--- src/rtl/tx_align_pkg.sv ---
package tx_align_pkg;
  typedef enum logic [1:0] {
    PH_CMD_LO = 2'd0,
    PH_CMD_HI = 2'd1,
    PH_DATA   = 2'd2
  } phase_e;
endpackage

--- src/rtl/tx_align_parser.sv ---
// Tracks packet phase; tags each accepted doubleword with its control flag
// and whether it closes a segment (command or payload).
module tx_align_parser
  import tx_align_pkg::*;
#(
  parameter int DW_W     = 32,
  parameter int CNT_W    = 4,
  parameter int CNT_LSB  = 0,
  parameter int LONG_BIT = 31
) (
  input  logic            clk,
  input  logic            rst,
  input  logic            take,
  input  logic [DW_W-1:0] dw,
  output logic            tok_ctl,
  output logic            tok_close
);
  phase_e           phase_q, phase_d;
  logic [CNT_W-1:0] rem_q, rem_d;
  logic [CNT_W-1:0] cnt_field;
  logic             long_cmd;

  assign cnt_field = dw[CNT_LSB +: CNT_W];
  assign long_cmd  = dw[LONG_BIT];

  always_comb begin
    phase_d   = phase_q;
    rem_d     = rem_q;
    tok_ctl   = 1'b1;
    tok_close = 1'b0;
    unique case (phase_q)
      PH_CMD_LO: begin
        tok_close = !long_cmd;
        rem_d     = cnt_field;
        if (long_cmd)               phase_d = PH_CMD_HI;
        else if (cnt_field != '0)   phase_d = PH_DATA;
      end
      PH_CMD_HI: begin
        tok_close = 1'b1;
        phase_d   = (rem_q != '0) ? PH_DATA : PH_CMD_LO;
      end
      PH_DATA: begin
        tok_ctl   = 1'b0;
        tok_close = (rem_q == CNT_W'(1));
        rem_d     = rem_q - CNT_W'(1);
        if (rem_q == CNT_W'(1)) phase_d = PH_CMD_LO;
      end
      default: phase_d = PH_CMD_LO;
    endcase
  end

  always_ff @(posedge clk) begin
    if (rst) begin
      phase_q <= PH_CMD_LO;
      rem_q   <= '0;
    end else if (take) begin
      phase_q <= phase_d;
      rem_q   <= rem_d;
    end
  end
endmodule

--- src/rtl/tx_align_pairer.sv ---
// Packs tagged doublewords into two-doubleword beats, inserting fill when a
// segment closes in the lower half; one-entry output register with handshake.
module tx_align_pairer #(
  parameter int              DW_W   = 32,
  parameter logic [DW_W-1:0] NOP_DW = '0
) (
  input  logic              clk,
  input  logic              rst,
  input  logic              in_valid,
  input  logic [DW_W-1:0]   dw,
  input  logic              tok_ctl,
  input  logic              tok_close,
  output logic              in_ready,
  output logic              take,
  input  logic              out_ready,
  output logic              out_valid,
  output logic [2*DW_W-1:0] out_data,
  output logic [1:0]        out_ctl
);
  logic            lo_full_q;
  logic [DW_W-1:0] lo_dw_q;
  logic            lo_ctl_q;
  logic            emit;

  assign in_ready = !out_valid || out_ready;
  assign take     = in_valid && in_ready;
  assign emit     = take && (lo_full_q || tok_close);

  always_ff @(posedge clk) begin
    if (rst) begin
      lo_full_q <= 1'b0;
      lo_dw_q   <= '0;
      lo_ctl_q  <= 1'b0;
      out_valid <= 1'b0;
      out_data  <= '0;
      out_ctl   <= '0;
    end else begin
      if (emit) begin
        out_valid <= 1'b1;
        if (lo_full_q) begin
          out_data  <= {dw, lo_dw_q};
          out_ctl   <= {tok_ctl, lo_ctl_q};
          lo_full_q <= 1'b0;
        end else begin
          out_data <= {NOP_DW, dw};
          out_ctl  <= {1'b1, tok_ctl};
        end
      end else begin
        if (out_ready) out_valid <= 1'b0;
        if (take) begin
          lo_dw_q   <= dw;
          lo_ctl_q  <= tok_ctl;
          lo_full_q <= 1'b1;
        end
      end
    end
  end
endmodule

--- src/rtl/tx_align_buf.sv ---
module tx_align_buf #(
  parameter int                DW_W     = 32,
  parameter int                CNT_W    = 4,
  parameter int                CNT_LSB  = 0,
  parameter int                LONG_BIT = 31,
  parameter logic [DW_W-1:0]   NOP_DW   = '0
) (
  input  logic              clk,
  input  logic              rst,
  input  logic              in_valid,
  output logic              in_ready,
  input  logic [DW_W-1:0]   in_dw,
  output logic              out_valid,
  input  logic              out_ready,
  output logic [2*DW_W-1:0] out_data,
  output logic [1:0]        out_ctl
);
  logic take, tok_ctl, tok_close;

  tx_align_parser #(
    .DW_W(DW_W), .CNT_W(CNT_W), .CNT_LSB(CNT_LSB), .LONG_BIT(LONG_BIT)
  ) parser_i (
    .clk(clk), .rst(rst), .take(take), .dw(in_dw),
    .tok_ctl(tok_ctl), .tok_close(tok_close)
  );

  tx_align_pairer #(.DW_W(DW_W), .NOP_DW(NOP_DW)) pairer_i (
    .clk(clk), .rst(rst), .in_valid(in_valid), .dw(in_dw),
    .tok_ctl(tok_ctl), .tok_close(tok_close), .in_ready(in_ready),
    .take(take), .out_ready(out_ready), .out_valid(out_valid),
    .out_data(out_data), .out_ctl(out_ctl)
  );
endmodule

--- config.mk ---
export PLATFORM = sky130hd
export DESIGN_NAME = tx_align_buf
export DESIGN_NICKNAME = d
export VERILOG_FILES = /design/src/rtl/tx_align_pkg.sv /design/src/rtl/tx_align_parser.sv /design/src/rtl/tx_align_pairer.sv /design/src/rtl/tx_align_buf.sv
export SDC_FILE = /design/constraint.sdc
export NUM_CORES = 1
export LEC_CHECK = 0
export ABC_CLOCK_PERIOD_IN_PS = 2190
export BUFFER_PORTS_ARGS = -buffer_cell sky130_fd_sc_hd__buf_2
export CORE_UTILIZATION = 53
export DETAILED_ROUTE_END_ITERATION = 12
export HOLD_SLACK_MARGIN = 0.15
export PLACE_DENSITY = 0.88
export SLEW_MARGIN = 20
export SYNTH_ARGS = -nofsm -noshare
export SYNTH_HDL_FRONTEND = slang
export SYNTH_SLANG_ARGS = --single-unit
--- constraint.sdc ---
create_clock -name clk -period 2.19 [get_ports clk]
set_clock_uncertainty 0.05 [all_clocks]
set_input_delay 0 -clock clk [delete_from_list [all_inputs] [get_ports clk]]
set_output_delay 0 -clock clk [all_outputs]
set_load 0.005 [all_outputs]
; ---- Word level (Yosys, flattened, before mapping)
; Cells that the tools add are included.
[word_totals]
regBits = 107
inputBits = 36
output_inout_bits = 68
n_memories = 0
mem_bits_ro = 0
latchBits = 0
elab_cells = 42
ramBits = 0
[op_classes]
n_mul = 0
n_lt_le_gt_ge = 0
add_sub_neg = 1
n_eq_ne = 5
muxes = 12
n_reduce_logical = 15
shift = 0
n_div = 0
bitwise_logic = 1
[op_table]
columns = operator, n
row1 = $mux 64, 1
row2 = $mux 2, 5
row3 = $pmux 4 s2, 1
row4 = $reduce_bool 4->1, 2
row5 = $pmux 2 s3, 1
row6 = $eq 4x1->1 const B, 1
row7 = $reduce_and 2->1, 2
row8 = $reduce_bool 2->1, 2
row9 = $sub 4x1->4 const B, 1
row10 = $mux 1, 3
row11 = $ne 3x2->1 const B, 1
row12 = $pmux 1 s3, 1
row13 = $reduce_and 3->1, 1
row14 = $eq 2x1->1 const B, 1
row15 = $eq 2x2->1 const B, 1
row16 = $logic_and 1x1->1, 2
row17 = $logic_not 1->1, 2
row18 = $logic_not 2->1, 1
row19 = $logic_or 1x1->1, 2
row20 = $ne 2x1->1 const B, 1
row21 = $reduce_or 2->1, 1
row22 = $not 1->1, 1

; ---- Logic depth before layout (Yosys ltp)
; Gate-level depths: netlist of run 1.
[depth]
word_depth = 6
ltp_mapped = 8
ltp_nobuf = 6

; ---- Hierarchy
; A second synthesis of run 1 with hierarchy kept.
[unflattened]
hier_cells = 453
hier_area_um2 = 4526.8
[by_module_without_submodules]
columns = module, instances, seq_area_each_um2, cells_each, area_per_inst_um2
row1 = tx_align_pairer, 1, 2021.9, 403, 4145.2
row2 = tx_align_parser, 1, 120.1, 50, 381.6

; ---- Least setup slack after synthesis of run 1
; OpenSTA, ideal clock, no wires.
[synth_timing]
kind = register to register
from = register parser_i.rem_q[1]
to = register pairer_i.out_data[26]
period_less_slack_ps = 1846
t_required_ps = 1994
setup_slack_ps = 344
path_stages_with_launch = 9
setup_time_ps = 146
arrival_ps = 1650
n_path_buf = 2
path_cell_list = dfxtp_1 -> inv_1 -> ha_1 -> nor3b_2 -> a221o_2 -> buf_6 -> buf_6 -> a21oi_1 -> a211oi_2
[synth_between]
elab_chain_len = 4
[synth_rtl]
columns = item, line
row1 = from (decl), tx_align_parser.sv:19  ; logic [CNT_W-1:0] rem_q, rem_d;
row2 = from (signal assigned), tx_align_parser.sv:58  ; rem_q <= rem_d;
row3 = $eq 4x1->1, tx_align_parser.sv:44  ; tok_close = (rem_q == CNT_W'(1));
row4 = $pmux 1 s3, tx_align_parser.sv:31  ; unique case (phase_q)
row5 = $logic_or 1x1->1, tx_align_pairer.sv:27  ; assign emit = take && (lo_full_q || tok_close);
row6 = $logic_and 1x1->1, tx_align_pairer.sv:27
row7 = to (signal assigned), tx_align_pairer.sv:41  ; out_data <= {dw, lo_dw_q};
row8 = to (signal assigned), tx_align_pairer.sv:45  ; out_data <= {NOP_DW, dw};
row9 = to (decl), tx_align_pairer.sv:17  ; output logic [2*DW_W-1:0] out_data,
; No other way between the ends.
; A chain may end at the register's enable or synchronous reset.

; ---- Worst setup path in the final report of run 1
[layout_timing]
from = register parser_i.rem_q[1]
to = register pairer_i.lo_ctl_q
[layout_between]
elab_chain_len = 6
[layout_rtl]
columns = item, line
row1 = $eq 4x1->1, tx_align_parser.sv:44
row2 = $pmux 1 s3, tx_align_parser.sv:31
row3 = $logic_or 1x1->1, tx_align_pairer.sv:27
row4 = $logic_and 1x1->1, tx_align_pairer.sv:27
row5 = $not 1->1 (no source line), n/a
row6 = $reduce_and 2->1 (no source line), n/a
row7 = to (signal assigned), tx_align_pairer.sv:52  ; lo_ctl_q <= tok_ctl;
row8 = to (decl), tx_align_pairer.sv:22  ; logic lo_ctl_q;
; No other way between the ends.

==> flow_summary.ini, run 1 <==
[drt]
ant_nets = 0
drt_iter0_markers = 219
vias = 3987
vias_per_cell = 5.92
route.detailed.drc = 0
finalWirelength_um = 11700
drt-pass1-iter-count = 5
wire_per_inst_um = 17.4

[clocking]
clk_latency_ns = 0.38
clock-sinks = 107
cts_tree = done
cts_buffers = 9
postCtsSetupBuffers = 0
cts_buffer_depth = 2
htreeDepth = 3
clock-root-buffer = clkbuf_8
clk_pin_slew_ns = 0.10

[placement]
dp.final_hpwl_um = 7050
post-place-ws_ns = -0.156
io_buffers = 103
dpl_cell_area_um2 = 5020
place.gp.congestion = 0.827

[yosys]
synth_top_cell_area_share_pct = 47.7
ys_warn_count = 0
synth_cell_types = 39
synth.avg_cell_area_um2 = 10.2
synthTopCellsByArea = dfxtp_1, a211oi_2, a21oi_1
syn_area_um2 = 4490
seq_area_frac_synth_pct = 47.7
syn_nets = 479
synth-edff-count = 0
async_reset_ff_share_pct = 0
ys.flop_type = dfxtp_1
yosys.area.top_type = dfxtp_1
netlist_instances = 440
synth_seq_cells = 107

[sta]
worst_pin_slew_ns = 0.673
fmax_mhz = 476
slew_headroom_pct = 55.1
min_period_ns = 2.10
setup_ws_ns = 0.0905
finalSetupTns_ns = 0
finalHoldViolCount = 0
drv_slew = 0
rsz0062_at_grt = no
finalSetupViolCount = 0
fin_crit_sh_pct = 95.9

[setup_path]
path_max_fanout = 35
cp-startpoint = parser_i.rem_q[1]
reg2reg_from = parser_i.rem_q[1]
reg2regPathDepth = 7
end_kind = register
r2r_end = pairer_i.lo_ctl_q
cp.arrival_ns = 2.33
cp_data_required_time_ns = 2.42
path_class = reg2reg
startpoint_type = register
worst-r2r-setup-slack_ns = 0.09

[cells_and_area]
mostFrequentLayoutCells = dfxtp_1, buf_2, a21oi_1
layout_commonest_cell = dfxtp_1
design_area_um2 = 5590
diodes = 0
layout.nets = 602
drive_gt1_share_pct = 31.0
area_growth_pct = 24.5

[floorplanning]
die_area_um2 = 8840
coreArea_um2 = 8220
rows = 33
pin_count = 104
die_w_um = 94.0
start_util_pct = 54.7
die_h_um = 94.0

[run_status]
status = completed

[global_routing]
grt_max_degree = 46
grt_pass1_wl_um = 19000
grt_pass1_vias = 3905
grtUsageTotal_pct = 27.8
overflow = 0
antenna_found_initial = 0

[power]
irDropWorstVdd_v = 0.000461
p_leak_nw = 2.25
p_per_area_nw_per_um2 = 766

[flow_run]
maxCapViolCount = 0

[worst_hold_path]
hp-class = in2reg
min-delay-start = in_dw[8]
hold_depth = 3
whs_endpoint = pairer_i.out_data[40]
[cells by family (layout without fill, tap and decap cells)]
logic type | count (synthesis) | after routing | synth area share [%]
XOR/XNOR | 1 | 1 | 0.195
flip-flops | 107 | 107 | 47.7
AO/OA/AOI/OAI | 186 | 186 | 30.0
buffers and inverters | 49 | 176 | 6.60
AND/OR/NAND/NOR | 61 | 62 | 7.36
multiplexers | 33 | 33 | 7.36
adder cells (fa/ha/maj) | 3 | 3 | 0.836
[state kept, by name, indices dropped and copies added, names as in the netlist]
| name | flops |
|---|---|
| pairer_i.out_data | 64 |
| pairer_i.lo_dw_q | 32 |
| pairer_i.out_ctl | 2 |
| pairer_i.lo_full_q | 1 |
| pairer_i.lo_ctl_q | 1 |
| parser_i.phase_q | 2 |
| pairer_i.out_valid | 1 |
| parser_i.rem_q | 4 |
[how the worst max path moves through the flow]
stage,endpoint,slack (ns),depth (start not counted)
detailed placement,pairer_i.out_data[0],-0.16,6
global placement,pairer_i.out_data[0],-0.03,6
floorplan,pairer_i.out_data[26],0.34,8
finish,pairer_i.lo_ctl_q,0.09,7
CTS,pairer_i.lo_ctl_q,0.03,7
global route,pairer_i.lo_ctl_q,0.03,7
[timing repair]
item | CTS | global route
pin swaps | 1 | 0
endpoints found under the hold margin | 103 | 0
hold buffers | 35 | 0
gates cloned | 1 | 0
setup endpoints to repair | 32 | 45
gates resized for setup | 2 | 4
[Yosys cell counts (2+ instances only)]
cell      instances
ha_1              3
a211oi_1          2
mux2i_1          33
inv_1             5
a21oi_1          72
nand2_1           6
dfxtp_1         107
nor2_1            5
clkbuf_1         25
o21ai_1           4
nand2b_1          2
nor3_1            3
a311oi_1          2
o21ai_0          35
nand3_1          35
a22o_1           32
buf_2             3
a211oi_2         30
nor4_1            3
buf_6            14
[where the power goes]
part	switching, W	internal (W)	leakage [nW]	total (W)
clock	0.000684	0.000532	0.0966	0.00122
sequential	0.0000859	0.00209	0.875	0.00217
combinational	0.000516	0.000379	1.28	0.000895
[stage by stage]
step	instances	utilization [%]	power [W]	hold slack, ns
finish	673	68.1	0.00428	0.353
global route	673	68.1	0.00447	0.349
CTS	673	67.8	0.00428	0.341
detailed placement	621	61.0	0.00303	0.199
global placement	621	61.0	0.00299	0.196
floorplan	440	-	0.00279	0.0582
[area by class of cell]
cell class,count,area (µm²)
fillers,616,2620
flip-flops and latches,107,2140
multi-input cells,285,2080
repair buffers,155,1020
well taps,105,131
clock buffers,10,128
clock inverters,6,65.1
inverters,5,18.8
[critical path, cell delays in order (launching register included)]
cell and delay (ns):
dfxtp_1 0.36, inv_1 0.08, ha_1 0.19, nor3b_2 0.19, a221oi_4 0.46, buf_12 0.27
a21oi_1 0.12, a311oi_1 0.29
[metal layers]
layer	vias up	GRT usage (%)	wire (µm)
li1	1879	-	-
met1	1957	32.8	4970
met2	138	50.3	6100
met3	13	5.74	579
met4	0	8.08	91
met5	-	0	0
No activity file was read; power rests on OpenSTA's default activity.
==> run 2, diff against run 1 <==
Settings changed: CORE_ASPECT_RATIO set to 0.6, HOLD_SLACK_MARGIN 0.15 to 0.06.
==> run 2 against run 1 <==
- hold slack got worse by 0.28 ns
- register-to-register slack about the same
- sequential power about the same
- flip-flop and latch count unchanged
- critical path type unchanged
- critical endpoint is now pairer_i.out_data[37]
==> flow_summary.ini, run 2 (synthesis results as in run 1) <==
[cells_and_area]
multi_input_area_um2 = 2080
mostFrequentLayoutCells = dfxtp_1, buf_2, a21oi_1
largest_register = pairer_i.out_data
area_growth_pct = 25.8
diodes = 0
layout.nets = 601
largest_register_ffs = 64
drive_gt1_share_pct = 30.9
reg_top3 = pairer_i.out_data x64, pairer_i.lo_dw_q x32, parser_i.rem_q x4
seq_area_um2 = 2140
layout_commonest_cell = dfxtp_1
instances_no_fill = 675
nFillCells = 572

[sta]
slew_headroom_pct = 48.4
finalSetupViolCount = 0
setup_ws_ns = 0.0850
rsz0062_at_grt = no
finalHoldViolCount = 0
finalSetupTns_ns = 0
fin_hold_ws_ns = 0.0705
worst_pin_slew_ns = 0.774
fin_crit_sh_pct = 96.1
min_period_ns = 2.11
fmax_mhz = 475
drv_slew = 0

[drt]
vias_per_cell = 5.97
wire_per_inst_um = 18.3
finalWirelength_um = 12400
ant_nets = 0
vias = 4032
drt-pass1-iter-count = 5
route.detailed.drc = 0
drt_iter0_markers = 407

[clocking]
postCtsSetupBuffers = 0
htreeDepth = 3
cts_tree = done
clock-sinks = 107
clk_latency_ns = 0.35
clk_pin_slew_ns = 0.07
cts_buffers = 9
cts_buffer_depth = 2
clock-root-buffer = clkbuf_16

[floorplanning]
die_w_um = 121
start_util_pct = 55.9
rows = 25
coreArea_um2 = 8040
pin_count = 104
die_h_um = 73.3
die_area_um2 = 8860

[worst_hold_path]
min-delay-start = out_ready
hp-class = in2reg

[setup_path]
path_class = reg2reg
end_kind = register
worst-r2r-setup-slack_ns = 0.08
cp.arrival_ns = 2.35
path_max_fanout = 9
reg2reg_from = parser_i.rem_q[1]
cp_data_required_time_ns = 2.43
startpoint_type = register
cp-startpoint = parser_i.rem_q[1]

[global_routing]
grt_max_degree = 62
antenna_found_initial = 0
grt_pass1_wl_um = 19400
grt_pass1_vias = 3818
overflow = 0
grtUsageTotal_pct = 28.5

[placement]
io_buffers = 103
placed_cells = 624
place.gp.congestion = 0.874
dp.final_hpwl_um = 7470
post-place-ws_ns = -0.159

[power]
irDropWorstVdd_v = 0.000531
p_per_area_nw_per_um2 = 806
p_leak_nw = 2.27

[run_status]
status = completed

[flow_run]
maxCapViolCount = 0
run 2: cell count changes in the layout (fill, tap and decap cells not counted):
cell,previous run,this run
clkbuf_16,0,9
clkbuf_8,9,0
bufinv_16,1,0
clkbuf_1,1,2
clkinv_2,2,3
clkinv_4,1,0
clkinvlp_4,1,2
dlygate4sd3_1,35,34
inv_6,1,0
nor3b_2,1,2
nor3b_4,1,0
run 2: metrics by stage:
step	util (%)	power, W	cell area (µm²)
after floorplan	-	0.00279	4490
after global placement	62.4	0.00299	5020
after detailed placement	62.4	0.00303	5020
after CTS	70.1	0.00455	5640
after global routing	70.3	0.00475	5650
final	70.3	0.00455	5650
run 2: path summary, 6_finish.rpt:
| kind | to | cells after the start |
|---|---|---|
| min reg2reg | pairer_i.out_data[36] | 1 |
| max reg2reg | pairer_i.out_data[37] | 7 |
| max | pairer_i.out_data[37] | 7 |
| min | pairer_i.out_valid | 5 |
run 2: area by class of cell:
| type | instances | share of cell area (%) |
|---|---|---|
| Sequential cell | 107 | 37.9 |
| Multi-Input combinational cell | 285 | 36.7 |
| Clock buffer | 11 | 4.12 |
| Clock inverter | 5 | 0.531 |
| Tap cell | 108 | 2.39 |
| Timing Repair Buffer | 154 | 18.0 |
| Inverter | 5 | 0.332 |
run 2: layer usage:
layer | vias up | track usage (%) | part of all wire [%]
li1 | 1882 | - | -
met1 | 1950 | 36.2 | 44
met2 | 179 | 46.5 | 47
met3 | 21 | 9.08 | 7.0
met4 | 0 | 9.33 | 1.9
met5 | - | 0 | 0
run 2: repair_timing:
action / 4_1_cts / 5_1_grt
resized for setup: 2 / 3
hold buffers: 34 / 0
pin swaps: 0 / 1
endpoints found under the setup margin: 32 / 25
gates cloned: 1 / 0
endpoints found under the hold margin: 104 / 0
run 2: power breakdown:
part | switching (W) | leakage, nW | internal [W]
clock network | 0.000704 | 0.125 | 0.000766
logic | 0.000527 | 1.27 | 0.000379
registers | 0.0000870 | 0.875 | 0.00209
run 2: worst max-delay path, cell delays in order, from the launching register on:
cell and delay (ns):
dfxtp_1 0.35, inv_1 0.08, ha_1 0.18, nor3b_2 0.19, a221o_2 0.46, a21oi_4 0.34
buf_4 0.24, a22o_1 0.15
==> run 3, diff against run 2 <==
Settings changed: ABC_AREA set to 0, SETUP_SLACK_MARGIN set to 0.15.
==> run 3 against run 2 <==
- highest routed layer unchanged
- worst setup slack lost 0.025 ns
- clock power is essentially flat
- routed wire length grew 13%
- maximum frequency shrank 1.2%
- via count grew 5.4%
- global-route usage shrank 0.098 points
==> flow_summary.ini, run 3 (synthesis results as in run 1) <==
[drt]
drt_iter0_markers = 464
route.detailed.drc = 0
ant_nets = 0
vias_per_cell = 6.19
wire_per_inst_um = 20.3
finalWirelength_um = 13900
vias = 4251
drt-pass1-iter-count = 5

[placement]
dpl_cell_area_um2 = 5020
io_buffers = 103
post-place-ws_ns = -0.159
place.gp.congestion = 0.874
dp.final_hpwl_um = 7470

[cells_and_area]
multi_input_area_um2 = 2090
reg_top3 = pairer_i.out_data x64, pairer_i.lo_dw_q x32, parser_i.rem_q x4
largest_register = pairer_i.out_data
diodes = 0
layout.nets = 613
drive_gt1_share_pct = 32.6
nFillCells = 514
design_area_um2 = 5920
mostFrequentLayoutCells = dfxtp_1, buf_2, a21oi_1
seq_area_um2 = 2140
layout_commonest_cell = dfxtp_1
fin_util_pct = 73.7
area_growth_pct = 31.9
largest_register_ffs = 64

[clocking]
cts_buffer_depth = 2
clock-sinks = 107
cts_buffers = 9
cts_tree = done
clk_latency_ns = 0.35
htreeDepth = 3
clock-root-buffer = clkbuf_16
clk_pin_slew_ns = 0.07

[setup_path]
cp-startpoint = parser_i.rem_q[1]
path_class = reg2reg
crit_path_end = pairer_i.lo_dw_q[12]
reg2reg_from = parser_i.rem_q[1]
reg2regPathDepth = 8
crit_buf_inv = 3
cp.arrival_ns = 2.33
path_max_fanout = 17
cp.depth = 8
cp_top_family = compound AO/OA/AOI/OAI gates
end_kind = register
slowest_stage = a221oi_4
r2r_end = pairer_i.lo_dw_q[12]
slowest_delay_ns = 0.48
crit_chain = inv_2 > ha_1 > nor3b_4 > a221oi_4 > buf_12 > clkbuf_16 > nand3_1 > a21oi_1
cp_data_required_time_ns = 2.39
worst-r2r-setup-slack_ns = 0.06
startpoint_type = register

[global_routing]
grtUsageTotal_pct = 28.4
overflow = 0
grt_pass1_wl_um = 19400
grt_max_degree = 62
grt_pass1_vias = 3817
antenna_found_initial = 0

[sta]
setup_ws_ns = 0.0600
worst_pin_slew_ns = 0.775
min_period_ns = 2.13
rsz0062_at_grt = no
fin_hold_ws_ns = 0.0724
drv_slew = 0
slew_headroom_pct = 48.3
finalSetupTns_ns = 0
finalSetupViolCount = 0
fmax_mhz = 469
finalHoldViolCount = 0
fin_crit_sh_pct = 97.3

[power]
p_int_w = 0.00334
p_clk_share_pct = 31.3
irDropWorstVdd_v = 0.000534
p_per_area_nw_per_um2 = 799
switching_share_pct = 29.5
p_leak_nw = 2.39
switching_power_w = 0.00140
comb_power_share_pct = 22.6
seqPwrFrac_pct = 46.1

[floorplanning]
die_w_um = 121
pin_count = 104
coreArea_um2 = 8040
rows = 25
die_area_um2 = 8860
die_h_um = 73.3
start_util_pct = 55.9

[worst_hold_path]
hp-class = in2reg

[run_status]
status = completed

[flow_run]
maxCapViolCount = 0
-- run 3: cell types whose count changed in the layout (fill, tap and decap cells not counted), moves of 2 or more --
cell	previous run	this run
o21ai_1	4	9
buf_6	1	3
o21ai_0	35	30
buf_12	2	7
nor3b_2	2	0
nor3b_4	0	2
clkbuf_16	9	14
-- run 3: worst min-delay path by stage --
stage	end	slack [ns]	depth (start not counted)	startpoint
6_report	pairer_i.out_valid	0.07	5	out_ready
5_1_grt	pairer_i.out_valid	0.07	5	out_ready
4_1_cts	pairer_i.out_valid	0.06	5	out_ready
3_5_place_dp	pairer_i.out_data[52]	0.19	2	in_dw[20]
3_3_place_gp	pairer_i.out_data[51]	0.19	2	in_dw[19]
2_1_floorplan	in_ready	0.06	2	out_ready
-- run 3: per-layer routing --
layer / wire, µm / up-vias / track usage, %
met3: 1230 / 33 / 8.54
li1: - / 1904 / -
met1: 5840 / 2066 / 36.7
met4: 298 / 0 / 7.96
met2: 6590 / 248 / 46.7
met5: 0 / - / 0
-- run 3: area by class of cell --
type	count	area share [%]
flip-flops and latches	107	36.2
multi-input cells	285	35.3
repair buffers	166	21.4
clock buffers	11	3.93
well taps	108	2.28
clock inverters	5	0.507
inverters	5	0.317
-- run 3: tightest hold or removal path: cells and delay by family --
kind | cells | cell delay [ns]
and+or+nand+nor | 2 | 0.09
AOI/OAI and AO/OA | 1 | 0.11
buffers and inverters | 2 | 0.24
-- run 3: metrics by stage --
step                cells  total power [W]
finish                687          0.00473
global route          687          0.00491
CTS                   676          0.00456
detailed placement    624          0.00303
global placement      624          0.00299
floorplan             440          0.00279
-- run 3: power by group through the flow --
stage / registers, W / logic [W] / clock network [W]
3_5_place_dp: 0.00221 / 0.000823 / 0
3_3_place_gp: 0.00221 / 0.000785 / 0
5_1_grt: 0.00219 / 0.00113 / 0.00159
2_1_floorplan: 0.00221 / 0.000580 / 0
4_1_cts: 0.00217 / 0.000897 / 0.00149
6_report: 0.00218 / 0.00107 / 0.00148
-- run 3: timing repair --
item	4_1_cts	5_1_grt
endpoints found under the setup margin	54	86
pin swaps	1	6
setup buffers	1	6
gates resized for setup	5	13
endpoints found under the hold margin	104	0
cloned	1	5
hold buffers	34	0
